### config.mk
export PLATFORM = sky130hd
export DESIGN_NAME = pstx_ctrl
export DESIGN_NICKNAME = d
export VERILOG_FILES = /design/src/rtl/pstx_pkg.sv /design/src/rtl/pstx_wait_timer.sv /design/src/rtl/pstx_addr_gen.sv /design/src/rtl/pstx_compare.sv /design/src/rtl/pstx_ctrl.sv
export SDC_FILE = /design/constraint.sdc
export NUM_CORES = 1
export LEC_CHECK = 0
export BUFFER_PORTS_ARGS = -buffer_cell sky130_fd_sc_hd__clkbuf_2
export CAP_MARGIN = 25
export CORE_ASPECT_RATIO = 2
export CORE_UTILIZATION = 44
export DETAILED_ROUTE_END_ITERATION = 8
export PLACE_DENSITY = 0.85
export SYNTH_ARGS = -nofsm -noshare
export SYNTH_HDL_FRONTEND = slang
export SYNTH_SLANG_ARGS = --single-unit
### constraint.sdc
create_clock -name clk -period 5.7 [get_ports clk]
set_input_delay 1.14 -clock clk [delete_from_list [all_inputs] [get_ports clk]]
set_output_delay 1.14 -clock clk [all_outputs]
set_load 0.02 [all_outputs]
### src/rtl/pstx_pkg.sv
package pstx_pkg;
   typedef enum logic [2:0] {
      ST_IDLE,
      ST_WAIT,
      ST_RD,
      ST_WR,
      ST_HALT
   } pstx_state_e;
endpackage

### src/rtl/pstx_wait_timer.sv
module pstx_wait_timer #(
   parameter int MAX_WAIT = 14,
   localparam int CW = $clog2(MAX_WAIT + 1)
) (
   input  logic          clk,
   input  logic          rst_n,
   input  logic          load,
   input  logic [CW-1:0] load_val,
   output logic          expired
);
   logic [CW-1:0] cnt_q;

   always_ff @(posedge clk) begin
      if (!rst_n)             cnt_q <= '0;
      else if (load)          cnt_q <= load_val;
      else if (cnt_q != '0)   cnt_q <= cnt_q - 1'b1;
   end

   assign expired = (cnt_q == '0);

   AST_TIMER_IN_RANGE: assert property (@(posedge clk) disable iff (!rst_n)
      cnt_q <= CW'(MAX_WAIT)) else $error("timer out of range");
endmodule

### src/rtl/pstx_addr_gen.sv
module pstx_addr_gen #(
   parameter int TRK_W  = 8,
   parameter int PAGE_W = 3,
   parameter int IDX_W  = 6,
   localparam int BS_AW = TRK_W + IDX_W,
   localparam int WS_AW = PAGE_W + IDX_W - 1
) (
   input  logic              clk,
   input  logic              rst_n,
   input  logic              clr,
   input  logic              adv,
   input  logic              half,
   input  logic              upper,
   input  logic [TRK_W-1:0]  track,
   input  logic [PAGE_W-1:0] page,
   output logic [BS_AW-1:0]  bs_addr,
   output logic [WS_AW-1:0]  ws_addr,
   output logic              last
);
   logic [IDX_W-1:0] idx_q;
   logic [IDX_W-1:0] trk_word;

   always_ff @(posedge clk) begin
      if (!rst_n || clr) idx_q <= '0;
      else if (adv)      idx_q <= idx_q + 1'b1;
   end

   always_comb begin
      if (half) begin
         trk_word = {upper, idx_q[IDX_W-2:0]};
         ws_addr  = {page, idx_q[IDX_W-2:0]};
         last     = &idx_q[IDX_W-2:0];
      end else begin
         trk_word = idx_q;
         ws_addr  = {page[PAGE_W-1:1], idx_q};
         last     = &idx_q;
      end
   end

   assign bs_addr = {track, trk_word};

   AST_HALF_BOUND: assert property (@(posedge clk) disable iff (!rst_n)
      half |-> !idx_q[IDX_W-1]) else $error("half index overrun");
endmodule

### src/rtl/pstx_compare.sv
module pstx_compare #(
   parameter int WORD_W = 40,
   parameter int LANE_W = 8,
   localparam int N_LANES = WORD_W / LANE_W
) (
   input  logic              clk,
   input  logic              rst_n,
   input  logic              clr,
   input  logic              en,
   input  logic [WORD_W-1:0] a,
   input  logic [WORD_W-1:0] b,
   output logic              miss_any
);
   logic [N_LANES-1:0] lane_diff;
   logic               acc_q;

   for (genvar g = 0; g < N_LANES; g++) begin : g_lane
      assign lane_diff[g] = |(a[g*LANE_W +: LANE_W] ^ b[g*LANE_W +: LANE_W]);
   end

   always_ff @(posedge clk) begin
      if (!rst_n || clr) acc_q <= 1'b0;
      else if (en)       acc_q <= acc_q | (|lane_diff);
   end

   assign miss_any = acc_q | (en & (|lane_diff));
endmodule

### src/rtl/pstx_ctrl.sv
module pstx_ctrl
   import pstx_pkg::*;
#(
   parameter int WORD_W      = 40,
   parameter int TRACK_BITS  = 2560,
   parameter int N_TRACKS    = 256,
   parameter int N_PAGES     = 8,
   parameter int RD_WAIT     = 8,
   parameter int WR_EXTRA    = 6,
   parameter int RETRY_LIMIT = 2,
   parameter int LANE_W      = 8,
   localparam int TRK_WORDS  = TRACK_BITS / WORD_W,
   localparam int TRK_W      = $clog2(N_TRACKS),
   localparam int PAGE_W     = $clog2(N_PAGES),
   localparam int IDX_W      = $clog2(TRK_WORDS),
   localparam int BS_AW      = TRK_W + IDX_W,
   localparam int WS_AW      = PAGE_W + IDX_W - 1
) (
   input  logic              clk,
   input  logic              rst_n,
   input  logic              start,
   input  logic              cmd_verify,
   input  logic              cmd_to_backing,
   input  logic              cmd_half,
   input  logic              cmd_upper,
   input  logic [TRK_W-1:0]  cmd_track,
   input  logic [PAGE_W-1:0] cmd_page,
   input  logic              cmd_retry,
   output logic              busy,
   output logic              done,
   output logic              mismatch,
   output logic              halt,
   output logic [BS_AW-1:0]  bs_addr,
   output logic              bs_rd_en,
   output logic              bs_wr_en,
   output logic [WORD_W-1:0] bs_wdata,
   input  logic [WORD_W-1:0] bs_rdata,
   output logic [WS_AW-1:0]  ws_addr,
   output logic              ws_rd_en,
   output logic              ws_wr_en,
   output logic [WORD_W-1:0] ws_wdata,
   input  logic [WORD_W-1:0] ws_rdata
);
   localparam int MAX_WAIT = RD_WAIT + WR_EXTRA;
   localparam int TW       = $clog2(MAX_WAIT + 1);
   localparam int RC_W     = $clog2(RETRY_LIMIT + 1);

   if (TRACK_BITS % WORD_W != 0) begin : g_chk_track
      $error("TRACK_BITS must be a multiple of WORD_W");
   end
   if ((1 << IDX_W) != TRK_WORDS || TRK_WORDS < 4) begin : g_chk_words
      $error("words per track must be a power of two of at least 4");
   end
   if (N_PAGES < 2 || (1 << PAGE_W) != N_PAGES) begin : g_chk_pages
      $error("N_PAGES must be a power of two of at least 2");
   end
   if (WORD_W % LANE_W != 0) begin : g_chk_lane
      $error("WORD_W must be a multiple of LANE_W");
   end
   if (RETRY_LIMIT < 1 || RD_WAIT < 0 || WR_EXTRA < 0) begin : g_chk_wait
      $error("bad wait or retry parameter");
   end

   pstx_state_e       state_q;
   logic              phase_v_q, orig_v_q, to_b_q, half_q, upper_q, retry_q;
   logic [TRK_W-1:0]  trk_q;
   logic [PAGE_W-1:0] page_q;
   logic [RC_W-1:0]   retry_cnt_q;
   logic              done_q, miss_q, halt_q;
   logic              tmr_load, tmr_expired, last, miss_any, cmp_en, accept;
   logic [TW-1:0]     tmr_val;

   localparam logic [TW-1:0] SHORT_W = TW'(RD_WAIT);
   localparam logic [TW-1:0] LONG_W  = TW'(RD_WAIT + WR_EXTRA);

   assign accept = (state_q == ST_IDLE) && start;

   always_comb begin
      tmr_load = 1'b0;
      tmr_val  = SHORT_W;
      if (accept) begin
         tmr_load = 1'b1;
         tmr_val  = (!cmd_verify && cmd_to_backing) ? LONG_W : SHORT_W;
      end else if (state_q == ST_WR && last) begin
         if (!phase_v_q && orig_v_q) begin
            tmr_load = 1'b1;
         end else if (phase_v_q && miss_any && retry_q &&
                      retry_cnt_q < RC_W'(RETRY_LIMIT)) begin
            tmr_load = 1'b1;
            tmr_val  = to_b_q ? LONG_W : SHORT_W;
         end
      end
   end

   pstx_wait_timer #(.MAX_WAIT(MAX_WAIT)) u_timer (
      .clk(clk), .rst_n(rst_n), .load(tmr_load), .load_val(tmr_val),
      .expired(tmr_expired)
   );

   pstx_addr_gen #(.TRK_W(TRK_W), .PAGE_W(PAGE_W), .IDX_W(IDX_W)) u_addr (
      .clk(clk), .rst_n(rst_n), .clr(tmr_load),
      .adv(state_q == ST_WR && !last),
      .half(half_q), .upper(upper_q), .track(trk_q), .page(page_q),
      .bs_addr(bs_addr), .ws_addr(ws_addr), .last(last)
   );

   assign cmp_en = (state_q == ST_WR) && phase_v_q;

   pstx_compare #(.WORD_W(WORD_W), .LANE_W(LANE_W)) u_cmp (
      .clk(clk), .rst_n(rst_n), .clr(tmr_load), .en(cmp_en),
      .a(bs_rdata), .b(ws_rdata), .miss_any(miss_any)
   );

   always_ff @(posedge clk) begin
      if (!rst_n) begin
         state_q     <= ST_IDLE;
         phase_v_q   <= 1'b0;
         orig_v_q    <= 1'b0;
         to_b_q      <= 1'b0;
         half_q      <= 1'b0;
         upper_q     <= 1'b0;
         retry_q     <= 1'b0;
         trk_q       <= '0;
         page_q      <= '0;
         retry_cnt_q <= '0;
         done_q      <= 1'b0;
         miss_q      <= 1'b0;
         halt_q      <= 1'b0;
      end else begin
         done_q <= 1'b0;
         unique case (state_q)
            ST_IDLE: if (start) begin
               phase_v_q   <= cmd_verify;
               orig_v_q    <= cmd_verify;
               to_b_q      <= cmd_to_backing;
               half_q      <= cmd_half;
               upper_q     <= cmd_upper;
               retry_q     <= cmd_retry;
               trk_q       <= cmd_track;
               page_q      <= cmd_page;
               retry_cnt_q <= '0;
               miss_q      <= 1'b0;
               state_q     <= ST_WAIT;
            end
            ST_WAIT: if (tmr_expired) state_q <= ST_RD;
            ST_RD:   state_q <= ST_WR;
            ST_WR: begin
               if (!last) begin
                  state_q <= ST_RD;
               end else if (!phase_v_q) begin
                  if (orig_v_q) begin
                     phase_v_q <= 1'b1;
                     state_q   <= ST_WAIT;
                  end else begin
                     done_q  <= 1'b1;
                     state_q <= ST_IDLE;
                  end
               end else if (!miss_any) begin
                  done_q  <= 1'b1;
                  state_q <= ST_IDLE;
               end else if (retry_q && retry_cnt_q < RC_W'(RETRY_LIMIT)) begin
                  retry_cnt_q <= retry_cnt_q + 1'b1;
                  phase_v_q   <= 1'b0;
                  state_q     <= ST_WAIT;
               end else begin
                  miss_q  <= 1'b1;
                  halt_q  <= 1'b1;
                  done_q  <= 1'b1;
                  state_q <= ST_HALT;
               end
            end
            ST_HALT: state_q <= ST_HALT;
            default: state_q <= ST_IDLE;
         endcase
      end
   end

   assign busy     = (state_q != ST_IDLE) && (state_q != ST_HALT);
   assign done     = done_q;
   assign mismatch = miss_q;
   assign halt     = halt_q;
   assign bs_rd_en = (state_q == ST_RD) && (phase_v_q || !to_b_q);
   assign ws_rd_en = (state_q == ST_RD) && (phase_v_q || to_b_q);
   assign bs_wr_en = (state_q == ST_WR) && !phase_v_q && to_b_q;
   assign ws_wr_en = (state_q == ST_WR) && !phase_v_q && !to_b_q;
   assign bs_wdata = ws_rdata;
   assign ws_wdata = bs_rdata;

   AST_ONE_WRITE_SIDE: assert property (@(posedge clk) disable iff (!rst_n)
      !(bs_wr_en && ws_wr_en)) else $error("both stores written");
   AST_VERIFY_NO_WRITE: assert property (@(posedge clk) disable iff (!rst_n)
      (cmp_en || (state_q == ST_RD && bs_rd_en && ws_rd_en)) |-> !bs_wr_en && !ws_wr_en)
      else $error("write during verify");
   AST_HALT_STICKY: assert property (@(posedge clk) disable iff (!rst_n)
      halt |=> halt) else $error("halt dropped");
   AST_HALT_IDLE: assert property (@(posedge clk) disable iff (!rst_n)
      halt |-> !busy && !bs_wr_en && !ws_wr_en) else $error("active while halted");
   AST_BUSY_IGNORES_START: assert property (@(posedge clk) disable iff (!rst_n)
      (busy && start) |=> $stable(trk_q) && $stable(page_q) && $stable(to_b_q))
      else $error("command taken while busy");
   AST_RETRY_BOUND: assert property (@(posedge clk) disable iff (!rst_n)
      retry_cnt_q <= RC_W'(RETRY_LIMIT)) else $error("retry over limit");
   AST_DONE_PULSE: assert property (@(posedge clk) disable iff (!rst_n)
      done |=> !done) else $error("done wider than one cycle");
   AST_DONE_NOT_BUSY: assert property (@(posedge clk) disable iff (!rst_n)
      done |-> !busy) else $error("done while busy");
   AST_WAIT_QUIET: assert property (@(posedge clk) disable iff (!rst_n)
      (state_q == ST_WAIT) |-> !(bs_rd_en || ws_rd_en || bs_wr_en || ws_wr_en))
      else $error("memory access during wait");
endmodule

==> flow_metrics.env, run 1 <==
export IMPL_setup_viol=0
export IMPL_cts_buffers=5
export IMPL_r2r_slack_ns=3.45
export IMPL_drtPass1Iterations=4
export IMPL_synthTopCellsByArea="dfxtp_1 26%, buf_4 25%, xor2_1 8.5%"
export IMPL_path_delay_family="simple AND/OR/NAND/NOR gates"
export IMPL_finalCritPeriodShare_pct=53.79
export IMPL_drv_cap=0
export IMPL_avgSynthCellArea_sq_um=8.166
export IMPL_start_util_pct=46.12
export IMPL_worstRegToRegCells=8
export IMPL_p_per_area_mw_per_mm2=284.6
export IMPL_finalWorstSetupSlack_ns=2.634
export IMPL_hold_class="reg2reg"
export IMPL_die_x_um=58.34
export IMPL_cts_setup_buffers=0
export IMPL_instances_no_fill=543
export IMPL_drt_iter0_markers=47
export IMPL_crit_fanout=4
export IMPL_insertion_delay_ns=0.28
export IMPL_fin_area_sq_mm=0.003369
export IMPL_final_cell_mix="208 x clkbuf_2, 48 x nand2_1, 36 x dfxtp_1"
export IMPL_start_kind="primary input"
export IMPL_die_area_sq_mm=0.006689
export IMPL_hold_start="upper_q"
export IMPL_cts_sinks=36
export IMPL_synth_top_area_share_pct=25.81
export IMPL_r2r_end="u_addr.idx_q[2]"
export IMPL_root_buffer="clkbuf_16"
export IMPL_worstSetupPathType="in2reg"
export IMPL_diodes=0
export IMPL_yosysSeqAreaShare_pct=25.81
export IMPL_postRouteAntennaNets=0
export IMPL_yosys_warnings=0
export IMPL_grtUsageTotal_pct=25.09
export IMPL_ys_ff_latch=36
export IMPL_rsz0062_at_grt="no"
export IMPL_dpl_instance_area_sq_mm=0.003232
export IMPL_vias=2656
export IMPL_drc_errors=0
export IMPL_slew_headroom_pct=40.49
export IMPL_dp_cells=536
export IMPL_syn_cell_area_sq_mm=0.002793
export IMPL_r2r_start="u_addr.idx_q[0]"
export IMPL_cpMaxStageDelayCell="nor4_1"
export IMPL_fmax_mhz=326.2
export IMPL_p_leak_nw=1.730
export IMPL_ir_worst_vdd_v=0.0002579
export IMPL_ctsHoldBuffers=0
export IMPL_whs_endpoint="upper_q"
export IMPL_status="complete, no violations"
export IMPL_worstPathCellList="clkbuf_2, xnor2_1, nand4_1, nor4_1, nor4b_4, o21a_1, o21ai_0, o311a_1"
export IMPL_final_common_cell="clkbuf_2"
export IMPL_worst_pin_slew_ns=0.8900
export IMPL_cts_tree="yes"
export IMPL_antenna_found_initial=0
export IMPL_placeableCoreArea_sq_mm=0.006056
export IMPL_report_final_slew_viol_count=0
export IMPL_clk_path_buf_depth=2
export IMPL_clock_skew_ns=0.003834
export IMPL_wire_per_inst_um=15.96
export IMPL_hold_viol_final=0
export IMPL_cts_htree_levels=2
export IMPL_final_setup_tns_ns=0
export IMPL_syn_instance_count=342
export IMPL_period_needed_ns=3.066
export IMPL_die_h_um=114.7
export IMPL_grt_pass1_vias=2563
export IMPL_crit_required_ns=5.86
export IMPL_syn_to_final_growth_pct=20.65
export IMPL_viasPerCell=4.891
export IMPL_fin_nets=561
export IMPL_ys_types=40
export IMPL_syn_num_nets=444
export IMPL_wirelength_um=8667
export IMPL_crit_path_end_kind="register"
export IMPL_grt_max_degree=30
export IMPL_place_port_buffers=208
export IMPL_holdPathStages=2
export IMPL_clk_pin_slew_ns=0.06
export IMPL_dp_hpwl_um=7393
export IMPL_grt_ovfl_total=0
export IMPL_pin_count=209
export IMPL_dpl_worst_slack_ns=2.320
export IMPL_cp_num_buf_inv=1
export IMPL_grt_pass1_wl_um=12180
export IMPL_post_cts_resized=0
export IMPL_synth_area_leader_cell="dfxtp_1"
export IMPL_max_stage_delay_ns=0.55
export IMPL_place_congestion=0.8690
export IMPL_drive_gt1_share_pct=48.58
export IMPL_crit_arrival_ns=3.23
export IMPL_rows=40
[synthesized netlist by cell type]
library cell,number
a21boi_0,17
a21o_1,1
a21oi_1,9
a2bb2oi_1,1
and2_1,3
and3_1,3
and3b_1,1
buf_2,2
buf_4,92
clkbuf_1,5
dfxtp_1,36
ha_1,3
inv_1,4
mux2i_1,3
nand2_1,48
nand2b_1,1
nand3_1,2
nand3b_1,3
nand4_1,7
nand4b_1,1
nor2_1,19
nor2b_1,2
nor3_1,4
nor3b_1,2
nor3b_2,1
nor4_1,7
nor4b_4,1
nor4bb_1,1
o2111a_1,1
o211a_1,2
o211ai_1,1
o21a_1,4
o21ai_0,2
o22ai_1,1
o311a_1,1
o41ai_2,2
or3_1,1
or3b_2,2
xnor2_1,19
xor2_1,27
[how the worst max path moves through the flow]
stage | start | endpoint | slack [ns] | depth (start not counted)
floorplan | ws_rdata[6] | u_timer.cnt_q[1] | 2.98 | 7
global placement | ws_rdata[32] | u_timer.cnt_q[1] | 2.41 | 8
detailed placement | ws_rdata[20] | u_timer.cnt_q[1] | 2.32 | 8
CTS | ws_rdata[20] | u_timer.cnt_q[1] | 2.61 | 8
global route | ws_rdata[20] | u_timer.cnt_q[1] | 2.51 | 8
finish | ws_rdata[20] | u_timer.cnt_q[1] | 2.63 | 8
[flip-flops by register name, summed over array words and instances, names as in the netlist]
name           flops
orig_v_q           1
to_b_q             1
half_q             1
page_q             3
phase_v_q          1
halt               1
retry_cnt_q        2
upper_q            1
u_timer.cnt_q      4
u_addr.idx_q       6
trk_q              8
mismatch           1
retry_q            1
u_cmp.acc_q        1
done               1
state_q            3
[power breakdown]
part / switching, mW / total (mW) / internal, mW / leakage [nW]
Clock: 0.101 / 0.259 / 0.158 / 0.0657
Combinational: 0.225 / 0.383 / 0.158 / 1.37
Sequential: 0.0310 / 0.317 / 0.286 / 0.294
Total: 0.356 / 0.959 / 0.603 / 1.73
[cell type report]
cell class	count	area (sq um)
Clock buffer	5	125.1
Clock inverter	2	12.51
Fill cell	594	2686
Inverter	4	15.01
Multi-Input combinational cell	203	1343
Sequential cell	36	720.7
Tap cell	84	105.1
Timing Repair Buffer	209	1049
[cell families (layout without fill, tap and decap cells)]
group | count (synthesis) | count (layout) | share of synthesized area (%)
compound gates | 42 | 42 | 11.34
xor+xnor | 46 | 46 | 14.43
fa+ha+maj | 3 | 3 | 1.344
buf+inv | 103 | 220 | 26.30
flops | 36 | 36 | 25.81
mux | 3 | 3 | 1.075
simple gates | 109 | 109 | 19.71
[per-layer routing]
layer | vias up | part of all wire [%] | global-route usage (%)
met5 | - | 0 | 0
met4 | 0 | 1.5 | 8.254
met3 | 9 | 14 | 14.12
met2 | 147 | 53 | 46.82
met1 | 1222 | 31 | 21.54
li1 | 1278 | - | -
[worst reg2reg max path, cell delays in order (launching register included)]
cell	delay (ns)
dfxtp_1	0.45
ha_1	0.24
and3_1	0.17
ha_1	0.14
nand2_1	0.09
nand2_1	0.18
nand2_1	0.17
o211ai_1	0.56
nor2_1	0.11
[per-stage QoR]
stage	hold WS, ns	total power, mW	util (%)
after floorplan	0.4389	0.6077	-
after global placement	0.4496	0.6994	53.37
after detailed placement	0.4581	0.7059	53.37
after CTS	0.4655	0.9654	55.64
after global routing	0.4847	1.014	55.64
final	0.4638	0.9590	55.64
(Power assumes the default switching activity.)
==> run 2, diff against run 1 <==
Settings changed: CORE_UTILIZATION 44 to 41, PLACE_DENSITY 0.85 to 0.8.
Clock period 5.7 ns to 3.16 ns, I/O delays scaled along.
==> run 2 against run 1 <==
Sequential cell count unchanged. Power increased by 84%. Global-route usage decreased by 2.0 points. Wire length decreased by 4.6%. First-iteration DRC count increased by 49%. Clock skew decreased by 0.0015 ns. Sequential power increased by 81%. Die area increased by 7.1%.
==> flow_metrics.env, run 2 (synthesized netlist as in run 1, its figures left out) <==
export IMPL_status="complete, no violations"
export IMPL_final_cell_mix="208 x clkbuf_2, 48 x nand2_1, 36 x dfxtp_1"
export IMPL_start_kind="primary input"
export IMPL_cts_htree_levels=2
export IMPL_start_util_pct=42.18
export IMPL_p_per_area_mw_per_mm2=520.4
export IMPL_cts_buffers=5
export IMPL_pin_count=209
export IMPL_reg_top3="trk_q (8), u_addr.idx_q (6), u_timer.cnt_q (4)"
export IMPL_p_leak_nw=1.745
export IMPL_fin_nets=563
export IMPL_slew_headroom_pct=54.41
export IMPL_cts_sinks=36
export IMPL_final_setup_tns_ns=0
export IMPL_worstPathCellList="clkbuf_2, xor2_1, nor4_1, nand4_1, nor4b_4, o21a_1, o21ai_0, o311a_1"
export IMPL_grt_pass1_wl_um=12210
export IMPL_crit_arrival_ns=2.63
export IMPL_worstSetupPathType="in2reg"
export IMPL_crit_fanout=4
export IMPL_dpl_worst_slack_ns=0.4901
export IMPL_finalWorstSetupSlack_ns=0.6876
export IMPL_rows=42
export IMPL_drc_errors=0
export IMPL_rsz0062_at_grt="no"
export IMPL_wirelength_um=8266
export IMPL_die_area_sq_mm=0.007166
export IMPL_cpMaxStageDelayCell="nor4_1"
export IMPL_fin_hold_ws_ns=0.4598
export IMPL_max_stage_delay_ns=0.39
export IMPL_wire_per_inst_um=15.03
export IMPL_utilization_pct=51.32
export IMPL_met1Wirelength_um=2559
export IMPL_diodes=0
export IMPL_postRouteAntennaNets=0
export IMPL_grt_ovfl_total=0
export IMPL_clk_pin_slew_ns=0.05
export IMPL_final_common_cell="clkbuf_2"
export IMPL_regMostFlops="trk_q"
export IMPL_clk_path_buf_depth=2
export IMPL_finalPower_mw=1.768
export IMPL_fmax_mhz=404.5
export IMPL_root_buffer="clkbuf_16"
export IMPL_met2_wirelength_um=4348
export IMPL_place_congestion=1.009
export IMPL_die_h_um=118.7
export IMPL_drv_cap=0
export IMPL_cts_tree="yes"
export IMPL_n_fill_cell=651
export IMPL_drtPass1Iterations=5
export IMPL_crit_path_end_kind="register"
export IMPL_ctsHoldBuffers=0
export IMPL_syn_to_final_growth_pct=21.68
export IMPL_hold_viol_final=0
export IMPL_report_final_slew_viol_count=0
export IMPL_grt_max_degree=30
export IMPL_die_x_um=60.36
export IMPL_worst_pin_slew_ns=0.6809
export IMPL_hold_class="reg2reg"
export IMPL_cts_setup_buffers=0
export IMPL_clock_skew_ns=0.002357
export IMPL_topRoutingLayerUsed="met4"
export IMPL_largest_register_ffs=8
export IMPL_setup_viol=0
export IMPL_place_port_buffers=208
export IMPL_vias=2709
export IMPL_post_cts_resized=0
export IMPL_dp_hpwl_um=6822
export IMPL_grt_pass1_vias=2600
export IMPL_finalCritPeriodShare_pct=78.24
export IMPL_antenna_found_initial=0
export IMPL_drive_gt1_share_pct=48.48
export IMPL_period_needed_ns=2.472
export IMPL_insertion_delay_ns=0.28
export IMPL_crit_required_ns=3.32
export IMPL_placeableCoreArea_sq_mm=0.006621
export IMPL_viasPerCell=4.925
export IMPL_ir_worst_vdd_v=0.0004170
export IMPL_grtUsageTotal_pct=23.11
export IMPL_wl_met3_um=1113
export IMPL_drt_iter0_markers=70
-- run 2: cell count changes in the layout (fill, tap and decap cells not counted) --
cell,delta
clkinv_2,-1
clkinvlp_4,-1
clkbuf_8,+1
buf_4,+2
clkbuf_1,+2
-- run 2: report_power, final --
| part | total [mW] | switching [mW] | internal, mW | leakage (nW) |
|---|---|---|---|---|
| combinational | 0.705 | 0.415 | 0.290 | 1.38 |
| clock | 0.489 | 0.175 | 0.314 | 0.0712 |
| sequential | 0.575 | 0.0580 | 0.517 | 0.294 |
| total | 1.77 | 0.648 | 1.12 | 1.75 |
-- run 2: layout make-up --
cell class	instances	area [sq um]	area share, %
Multi-Input combinational cell	203	1343	39.51
Sequential cell	36	720.7	21.21
Inverter	4	15.01	0.4418
Clock buffer	8	146.4	4.308
Tap cell	88	110.1	3.240
Timing Repair Buffer	211	1064	31.30
-- run 2: routing by layer --
| layer | vias to the layer above | global-route usage (%) |
|---|---|---|
| li1 | 1295 | - |
| met3 | 19 | 12.04 |
| met5 | - | 0 |
| met2 | 164 | 41.96 |
| met4 | 0 | 9.157 |
| met1 | 1231 | 19.70 |
-- run 2: stage by stage --
stage	cell area [sq um]	cells
5_1_grt	3398	550
3_3_place_gp	3252	542
3_5_place_dp	3252	542
6_report	3398	550
2_1_floorplan	2793	342
4_1_cts	3398	550
-- run 2: worst max-delay path: cells and delay by family --
| kind | cells | cell delay (ns) |
|---|---|---|
| AND/OR/NAND/NOR | 3 | 1.01 |
| buffers and inverters | 1 | 0.10 |
| AO/OA/AOI/OAI | 3 | 0.74 |
| XOR/XNOR | 1 | 0.16 |
-- run 2: path summary, 6_finish.rpt --
check | end | slack, ns | from | cells past startpoint
min reg2reg | halt | 0.46 | halt | 1
max reg2reg | u_addr.idx_q[1] | 0.88 | u_addr.idx_q[1] | 8
min | halt | 0.46 | halt | 1
max | u_timer.cnt_q[1] | 0.69 | ws_rdata[7] | 8
==> run 3, diff against run 2 <==
Clock period 3.16 ns to 2.55 ns, I/O delays scaled along.
==> run 3 against run 2 <==
Via count decreased by 2.7%. Clock power grew 28%. Critical path type unchanged. Largest power group unchanged. Highest routed layer unchanged. Wire length decreased by 4.2%.
==> flow_metrics.env, run 3 (synthesized netlist as in run 1, its figures left out) <==
export IMPL_die_area_sq_mm=0.007166
export IMPL_clk_pin_slew_ns=0.05
export IMPL_cts_tree="yes"
export IMPL_cts_buffers=5
export IMPL_worstSetupPathType="in2reg"
export IMPL_drt_iter0_markers=41
export IMPL_grt_pass1_wl_um=11390
export IMPL_post_cts_resized=0
export IMPL_wirelength_um=7915
export IMPL_period_needed_ns=2.247
export IMPL_syn_to_final_growth_pct=22.98
export IMPL_cts_sinks=36
export IMPL_dpl_instance_area_sq_mm=0.003282
export IMPL_ir_worst_vdd_v=0.0004716
export IMPL_die_h_um=118.7
export IMPL_p_sw_mw=0.7852
export IMPL_place_congestion=0.9528
export IMPL_slew_headroom_pct=54.77
export IMPL_fin_hold_ws_ns=0.4630
export IMPL_die_x_um=60.36
export IMPL_worstRegToRegCells=8
export IMPL_p_leak_nw=1.770
export IMPL_r2r_start="u_addr.idx_q[0]"
export IMPL_place_port_buffers=208
export IMPL_p_per_area_mw_per_mm2=644.9
export IMPL_clk_path_buf_depth=2
export IMPL_crit_fanout=3
export IMPL_cts_setup_buffers=0
export IMPL_ctsHoldBuffers=0
export IMPL_grt_pass1_vias=2479
export IMPL_r2r_slack_ns=0.31
export IMPL_internal_power_mw=1.430
export IMPL_finalCritPeriodShare_pct=88.11
export IMPL_viasPerCell=4.767
export IMPL_combPwrFrac_pct=39.8
export IMPL_final_common_cell="clkbuf_2"
export IMPL_report_final_slew_viol_count=0
export IMPL_grtUsageTotal_pct=21.49
export IMPL_dpl_worst_slack_ns=0.04215
export IMPL_wire_per_inst_um=14.31
export IMPL_finalWorstSetupSlack_ns=0.3032
export IMPL_pin_count=209
export IMPL_critPathLaunch="ws_rdata[7]"
export IMPL_setup_viol=0
export IMPL_drtPass1Iterations=4
export IMPL_postRouteAntennaNets=0
export IMPL_hold_viol_final=0
export IMPL_p_seq_share_pct=31.9
export IMPL_cts_htree_levels=2
export IMPL_fin_area_sq_mm=0.003435
export IMPL_drive_gt1_share_pct=49.25
export IMPL_reg_top3="trk_q (8), u_addr.idx_q (6), u_timer.cnt_q (4)"
export IMPL_r2r_end="u_addr.idx_q[1]"
export IMPL_antenna_found_initial=0
export IMPL_drv_cap=0
export IMPL_placeableCoreArea_sq_mm=0.006621
export IMPL_root_buffer="clkbuf_16"
export IMPL_rows=42
export IMPL_p_clk_share_pct=28.3
export IMPL_grt_max_degree=30
export IMPL_crit_arrival_ns=2.41
export IMPL_crit_end="u_timer.cnt_q[1]"
export IMPL_n_fill_cell=665
export IMPL_regMostFlops="trk_q"
export IMPL_start_util_pct=42.18
export IMPL_status="complete, no violations"
export IMPL_insertion_delay_ns=0.28
export IMPL_final_setup_tns_ns=0
export IMPL_crit_path_end_kind="register"
export IMPL_largest_register_ffs=8
export IMPL_dp_hpwl_um=6704
export IMPL_fmax_mhz=445.1
export IMPL_final_cell_mix="208 x clkbuf_2, 48 x nand2_1, 36 x dfxtp_1"
export IMPL_start_kind="primary input"
export IMPL_drc_errors=0
export IMPL_vias=2636
export IMPL_rsz0062_at_grt="no"
export IMPL_crit_required_ns=2.71
export IMPL_fin_nets=567
export IMPL_hold_class="in2reg"
export IMPL_worst_pin_slew_ns=0.6755
export IMPL_p_sw_share_pct=35.45
export IMPL_clock_skew_ns=0.003954
export IMPL_diodes=0
export IMPL_grt_ovfl_total=0
run 3: final cells by class:
type | instances | area (sq um) | share of cell area (%)
Clock buffer | 7 | 152.6 | 4.444
Sequential cell | 36 | 720.7 | 20.98
Timing Repair Buffer | 215 | 1094 | 31.84
Tap cell | 88 | 110.1 | 3.206
Multi-Input combinational cell | 203 | 1343 | 39.09
Inverter | 4 | 15.01 | 0.4372
run 3: per-stage QoR:
stage          total power [mW]  std cells  utilization [%]
4_1_cts                   2.241        553            51.87
5_1_grt                   2.349        553            51.87
3_3_place_gp              1.588        546            49.57
2_1_floorplan             1.358        342                -
6_report                  2.215        553            51.87
3_5_place_dp              1.601        546            49.57
run 3: critical path, stage by stage:
cell and delay [ns]:
clkbuf_2 0.10, xor2_1 0.15, nor4_1 0.42, nand4_1 0.24, nor4b_4 0.32, o21a_1 0.20, o21ai_0 0.15, o311a_1 0.32
run 3: worst min path at each step:
stage | slack, ns | start | endpoint | cells after the start
global placement | 0.45 | page_q[2] | page_q[2] | 2
finish | 0.46 | cmd_track[5] | trk_q[5] | 3
CTS | 0.46 | cmd_track[5] | trk_q[5] | 3
detailed placement | 0.46 | trk_q[6] | trk_q[6] | 2
global route | 0.47 | cmd_track[6] | trk_q[6] | 3
floorplan | 0.44 | retry_q | retry_q | 2
run 3: per-layer routing:
| layer | wire length, um | up-vias | GRT usage [%] |
|---|---|---|---|
| met5 | 0 | - | 0 |
| met2 | 4159 | 140 | 39.56 |
| met4 | 201 | 0 | 7.703 |
| li1 | - | 1297 | - |
| met3 | 933 | 14 | 9.737 |
| met1 | 2621 | 1185 | 19.09 |
run 3: power groups by stage:
stage,logic [mW],registers [mW],clock network [mW]
global placement,0.873,0.715,0
detailed placement,0.883,0.718,0
finish,0.881,0.706,0.628
global route,0.967,0.718,0.664
CTS,0.889,0.706,0.646
floorplan,0.637,0.721,0
